===== src/rtl/dtx_pkg.sv =====
package dtx_pkg;
  localparam int unsigned BYTE_W = 8;
  localparam logic [BYTE_W-1:0] PREAMBLE = 8'hAA;
endpackage


===== src/rtl/dtx_rate_gen.sv =====
module dtx_rate_gen #(
  parameter int unsigned DIV_W = 8
) (
  input  logic             clk,
  input  logic             rst,
  input  logic             run,
  input  logic [DIV_W-1:0] limit,
  output logic             tick
);
  logic [DIV_W-1:0] cnt_q;

  assign tick = run && (cnt_q == limit);

  always_ff @(posedge clk) begin
    if (rst || !run) cnt_q <= '0;
    else if (tick)   cnt_q <= '0;
    else             cnt_q <= cnt_q + 1'b1;
  end
endmodule


===== src/rtl/dtx_bit_ctr.sv =====
module dtx_bit_ctr #(
  parameter int unsigned DATA_W = 8
) (
  input  logic clk,
  input  logic rst,
  input  logic run,
  input  logic tick,
  output logic last
);
  localparam int unsigned CW = (DATA_W > 1) ? $clog2(DATA_W) : 1;
  localparam logic [CW-1:0] TOP = CW'(DATA_W - 1);

  logic [CW-1:0] bit_q;

  assign last = tick && (bit_q == TOP);

  always_ff @(posedge clk) begin
    if (rst || !run) bit_q <= '0;
    else if (last)   bit_q <= '0;
    else if (tick)   bit_q <= bit_q + 1'b1;
  end
endmodule


===== src/rtl/dtx_chain.sv =====
module dtx_chain #(
  parameter int unsigned DATA_W = 8,
  parameter logic [DATA_W-1:0] FILL = '0
) (
  input  logic              clk,
  input  logic              rst,
  input  logic              clear,
  input  logic              push,
  input  logic              xfer,
  input  logic              shift,
  input  logic              put,
  input  logic [DATA_W-1:0] din,
  output logic              msb
);
  logic [DATA_W-1:0] front_q;
  logic [DATA_W-1:0] back_q;

  assign msb = front_q[DATA_W-1];

  always_ff @(posedge clk) begin
    if (rst || clear) begin
      front_q <= FILL;
      back_q  <= FILL;
    end else if (push) begin
      front_q <= back_q;
      back_q  <= din;
    end else begin
      if (xfer)       front_q <= back_q;
      else if (shift) front_q <= {front_q[DATA_W-2:0], 1'b0};
      if (put)        back_q  <= din;
      else if (xfer)  back_q  <= FILL;
    end
  end
endmodule


===== src/rtl/dtx_top.sv =====
module dtx_top
  import dtx_pkg::*;
#(
  parameter int unsigned DATA_W = BYTE_W,
  parameter int unsigned DIV_W  = 8
) (
  input  logic              clk,
  input  logic              rst,
  input  logic              buf_en,
  input  logic              tx_en,
  input  logic [DIV_W-1:0]  bit_period,
  input  logic              wr_stb,
  input  logic [DATA_W-1:0] wr_data,
  input  logic              cs_n,
  output logic              ser_out,
  output logic              stat_d,
  output logic              stat_oe
);
  localparam logic [DATA_W-1:0] FILL = DATA_W'(PREAMBLE);

  logic en_q;
  logic rdy_q;
  logic tick;
  logic last;
  logic clear;
  logic push;
  logic accept;

  assign clear  = en_q && !tx_en;
  assign push   = !tx_en && buf_en && wr_stb;
  assign accept = tx_en && buf_en && wr_stb && rdy_q;

  always_ff @(posedge clk) begin
    if (rst) en_q <= 1'b0;
    else     en_q <= tx_en;
  end

  always_ff @(posedge clk) begin
    if (rst || !tx_en) rdy_q <= 1'b1;
    else if (accept)   rdy_q <= 1'b0;
    else if (last)     rdy_q <= 1'b1;
  end

  dtx_rate_gen #(.DIV_W(DIV_W)) u_rate (
    .clk   (clk),
    .rst   (rst),
    .run   (tx_en),
    .limit (bit_period),
    .tick  (tick)
  );

  dtx_bit_ctr #(.DATA_W(DATA_W)) u_bits (
    .clk  (clk),
    .rst  (rst),
    .run  (tx_en),
    .tick (tick),
    .last (last)
  );

  dtx_chain #(.DATA_W(DATA_W), .FILL(FILL)) u_chain (
    .clk   (clk),
    .rst   (rst),
    .clear (clear),
    .push  (push),
    .xfer  (last),
    .shift (tick && !last),
    .put   (accept),
    .din   (wr_data),
    .msb   (ser_out)
  );

  assign stat_d  = rdy_q;
  assign stat_oe = !cs_n;
endmodule


===== config.mk =====
export PLATFORM = sky130hd
export DESIGN_NAME = dtx_top
export DESIGN_NICKNAME = d
export VERILOG_FILES = /design/src/rtl/dtx_pkg.sv /design/src/rtl/dtx_rate_gen.sv /design/src/rtl/dtx_bit_ctr.sv /design/src/rtl/dtx_chain.sv /design/src/rtl/dtx_top.sv
export SDC_FILE = /design/constraint.sdc
export NUM_CORES = 1
export LEC_CHECK = 0
export ABC_AREA = 1
export CAP_MARGIN = 20
export CORE_MARGIN = 2
export CORE_UTILIZATION = 41
export DETAILED_ROUTE_END_ITERATION = 8
export PLACE_DENSITY = 0.67
export SLEW_MARGIN = 25
export SYNTH_ARGS = -nofsm -noshare
export SYNTH_HDL_FRONTEND = slang
export SYNTH_SLANG_ARGS = --single-unit

===== constraint.sdc =====
create_clock -name clk -period 1.4 [get_ports clk]
set_input_delay 0.28 -clock clk [delete_from_list [all_inputs] [get_ports clk]]
set_output_delay 0.28 -clock clk [all_outputs]
set_load 0.02 [all_outputs]

==> flow_metrics.env <==
export IMPL_p_comb_share_pct=16.9
export IMPL_clk_latency_ps=340
export IMPL_highest_layer="met4"
export IMPL_dr_first_iter_drc_count=50
export IMPL_synth_top_cells_by_count="nand2_1 (55), inv_1 (37), dfxtp_1 (29), nor2_1 (22), nand3_1 (20)"
export IMPL_grt_pass1_vias=1416
export IMPL_period_needed_ps=1506
export IMPL_fmax_mhz=664.1
export IMPL_synth_area_leaders="dfxtp_1 (40%), nand2_1 (14%), inv_1 (9.5%), nand3_1 (6.8%), nor2_1 (5.6%)"
export IMPL_dr_wl_met2_microns=1768
export IMPL_synth_ff_type="dfxtp_1"
export IMPL_cts_sinks=29
export IMPL_synthArstFlopShare_pct=0
export IMPL_cts_buffers=5
export IMPL_skew_ps=9.313
export IMPL_initial_core_util_pct=43.34
export IMPL_core_sq_mm=0.003390
export IMPL_grt_usage_pct=19.29
export IMPL_hold_path_class="reg -> reg"
export IMPL_cp_slowest_cell="dfxtp_1"
export IMPL_dieArea_sq_mm=0.004077
export IMPL_drt_wl_total_microns=3666
export IMPL_synth_avg_cell_area_sq_um=6.738
export IMPL_clock_tree_buffer_depth=2
export IMPL_irDropWorstVdd_mv=0.5456
export IMPL_grt_first_pass_wirelength_microns=6113
export IMPL_die_x_microns=63.86
export IMPL_violations="setup timing"
export IMPL_ios=25
export IMPL_nets=301
export IMPL_critical_path_cell_chain="inv_1 -> a21oi_1 -> nand3_2 -> nor2_4 -> nand2_4 -> buf_8 -> or2_0 -> a21oi_2"
export IMPL_place_hpwl_microns=2345
export IMPL_cp_slowest_stage_delay_ps=340
export IMPL_synth_seq_cells=29
export IMPL_ys_warn_count=0
export IMPL_area_delta_synth_final_pct=53.75
export IMPL_met1_length_microns=1671
export IMPL_power_density_mw_per_mm2=748.6
export IMPL_critPathLaunchType="flop"
export IMPL_crit_required_ps=1690
export IMPL_utilization_pct=66.63
export IMPL_setup_viol=28
export IMPL_p_sw_uw=456.3
export IMPL_n_antenna_cell=0
export IMPL_synthDistinctLibCells=24
export IMPL_arrival_ps=1790
export IMPL_hold_ws_ps=465.7
export IMPL_power_share_clock_pct=31.6
export IMPL_status="complete, but fails checks"
export IMPL_tightestPinTransition_ps=368.7
export IMPL_critPathKind="reg -> reg"
export IMPL_finalCritPeriodShare_pct=107.6
export IMPL_layout_setup_ws_ps=-105.8
export IMPL_post_route_drc_count=0
export IMPL_cap_violations=0
export IMPL_grt_max_degree=14
export IMPL_internal_power_uw=1234
export IMPL_gp_congestion=0.7719
export IMPL_slew_headroom_pct=75.33
export IMPL_synth_enable_flop_cells=0
export IMPL_final_antenna_net_count=0
export IMPL_cp_end_kind="flop"
export IMPL_row_count=21
export IMPL_clk_pin_slew_ps=100
export IMPL_synth_seq_area_share_pct=39.52
export IMPL_htree_levels=2
export IMPL_grt_setup_unrepaired="true"
export IMPL_first_pass_iters=4
export IMPL_yosysTopAreaCell="dfxtp_1"
export IMPL_p_leak_uw=0.001083
export IMPL_postSynthCellCount=218
export IMPL_cts_tree="yes"
export IMPL_wl_per_cell_microns=11.39
export IMPL_cts_root_buffer="clkbuf_4"
export IMPL_syn_area_sq_mm=0.001469
export IMPL_route_vias_total=1532
export IMPL_die_h_microns=63.86
export IMPL_antenna_found_initial=0
export IMPL_synth_most_common_cell="nand2_1"
export IMPL_via_per_inst=4.758
export IMPL_dr_wl_met3_microns=123
export IMPL_seqPwrFrac_pct=51.5
export IMPL_drive_above_1_share_pct=34.42
export IMPL_hold_violations=0
export IMPL_cp_max_fo=8
export IMPL_port_buffers=24
export IMPL_swShare_pct=26.99
export IMPL_syn_nets=243
export IMPL_slew_violations=0
export IMPL_cts_hold_buf=0
export IMPL_fillers=304
export IMPL_yosysTopAreaCellShare_pct=39.52
export IMPL_overflow=0
[through the flow]
| stage | worst slack [ps] | cell area, sq um | instances | total power [uW] | TNS, ps |
|---|---|---|---|---|---|
| 2_1_floorplan | 54.43 | 1469 | 218 | 1006 | 0 |
| 3_3_place_gp | -539.4 | 1933 | 308 | 1134 | -13150 |
| 3_5_place_dp | -551.9 | 1933 | 308 | 1136 | -13020 |
| 4_1_cts | -79.47 | 2163 | 322 | 1677 | -502.0 |
| 5_1_grt | -228.6 | 2258 | 322 | 1771 | -4119 |
| 6_report | -105.8 | 2258 | 322 | 1691 | -1042 |
[state kept, by name, summed over array words and instances, names as in the netlist]
register / flops
u_chain.front_q: 8
u_chain.back_q: 8
en_q: 1
u_bits.bit_q: 3
stat_d: 1
u_rate.cnt_q: 8
[power by group through the flow]
stage               Clock, uW  Sequential [uW]  Combinational, uW
floorplan                   0              889                117
global placement            0              889                245
detailed placement          0              889                247
CTS                       538              871                268
global route              583              875                314
finish                    534              871                286
[layout make-up]
cell class	count	area [sq um]	share of cell area, %
well taps	46	57.56	2.548
inverters	39	146.4	6.482
multi-input cells	145	883.3	39.11
flip-flops and latches	29	584.3	25.87
clock buffers	7	55.05	2.438
repair buffers	56	531.8	23.55
[routing by layer]
| metal | vias to the layer above | track usage [%] |
|---|---|---|
| li1 | 801 | - |
| met1 | 690 | 22.99 |
| met2 | 31 | 31.90 |
| met3 | 10 | 5.282 |
| met4 | 0 | 9.239 |
| met5 | - | 0 |
[placed cells by master (no fill, tap or decap), types with 7 or more instances in the layout]
cell             instances
nand2_1                 41
inv_1                   30
dfxtp_1                 26
buf_4                   22
nand3_1                 15
clkdlybuf4s50_1         15
nor2_1                  12
nand2_2                 12
nor2_2                  10
inv_2                    9
dlygate4sd2_1            8
o21ai_0                  7
buf_6                    7
[worst paths after layout]
path,cells after the start,slack (ps),end,startpoint
min reg2reg,2,470,u_chain.back_q[3]$_SDFFE_PP1P_,u_chain.back_q[3]$_SDFFE_PP1P_
max,8,-110,u_bits.bit_q[0]$_SDFFE_PP0P_,u_rate.cnt_q[7]$_SDFF_PP0_
min,2,470,u_chain.back_q[3]$_SDFFE_PP1P_,u_chain.back_q[3]$_SDFFE_PP1P_
max reg2reg,8,-110,u_bits.bit_q[0]$_SDFFE_PP0P_,u_rate.cnt_q[7]$_SDFF_PP0_
[timing repair]
action / 4_1_cts / 5_1_grt
gates cloned: 2 / 0
gates resized for setup: 39 / 37
buffers inserted: 5 / 1
hold endpoints to repair: 0 / 0
pin swaps: 14 / 13
setup endpoints to repair: 31 / 28
[critical path, delay by kind of cell, from the launching register on]
family | cells | cell delay [ps]
simple gates | 4 | 620
compound gates | 2 | 280
buf+inv | 2 | 200
flops | 1 | 340
[kinds of logic (layout without fill, tap and decap cells)]
group                    count (synthesis)  in the layout  synth area share, %
AO/OA/AOI/OAI                           22             22                8.007
XOR/XNOR                                 6              6                3.577
AND/OR/NAND/NOR                        113            114                33.56
flip-flops                              29             29                39.52
adder cells (fa/ha/maj)                  3              3                2.556
buffers and inverters                   45            102                12.78
(Power assumes the default switching activity.)
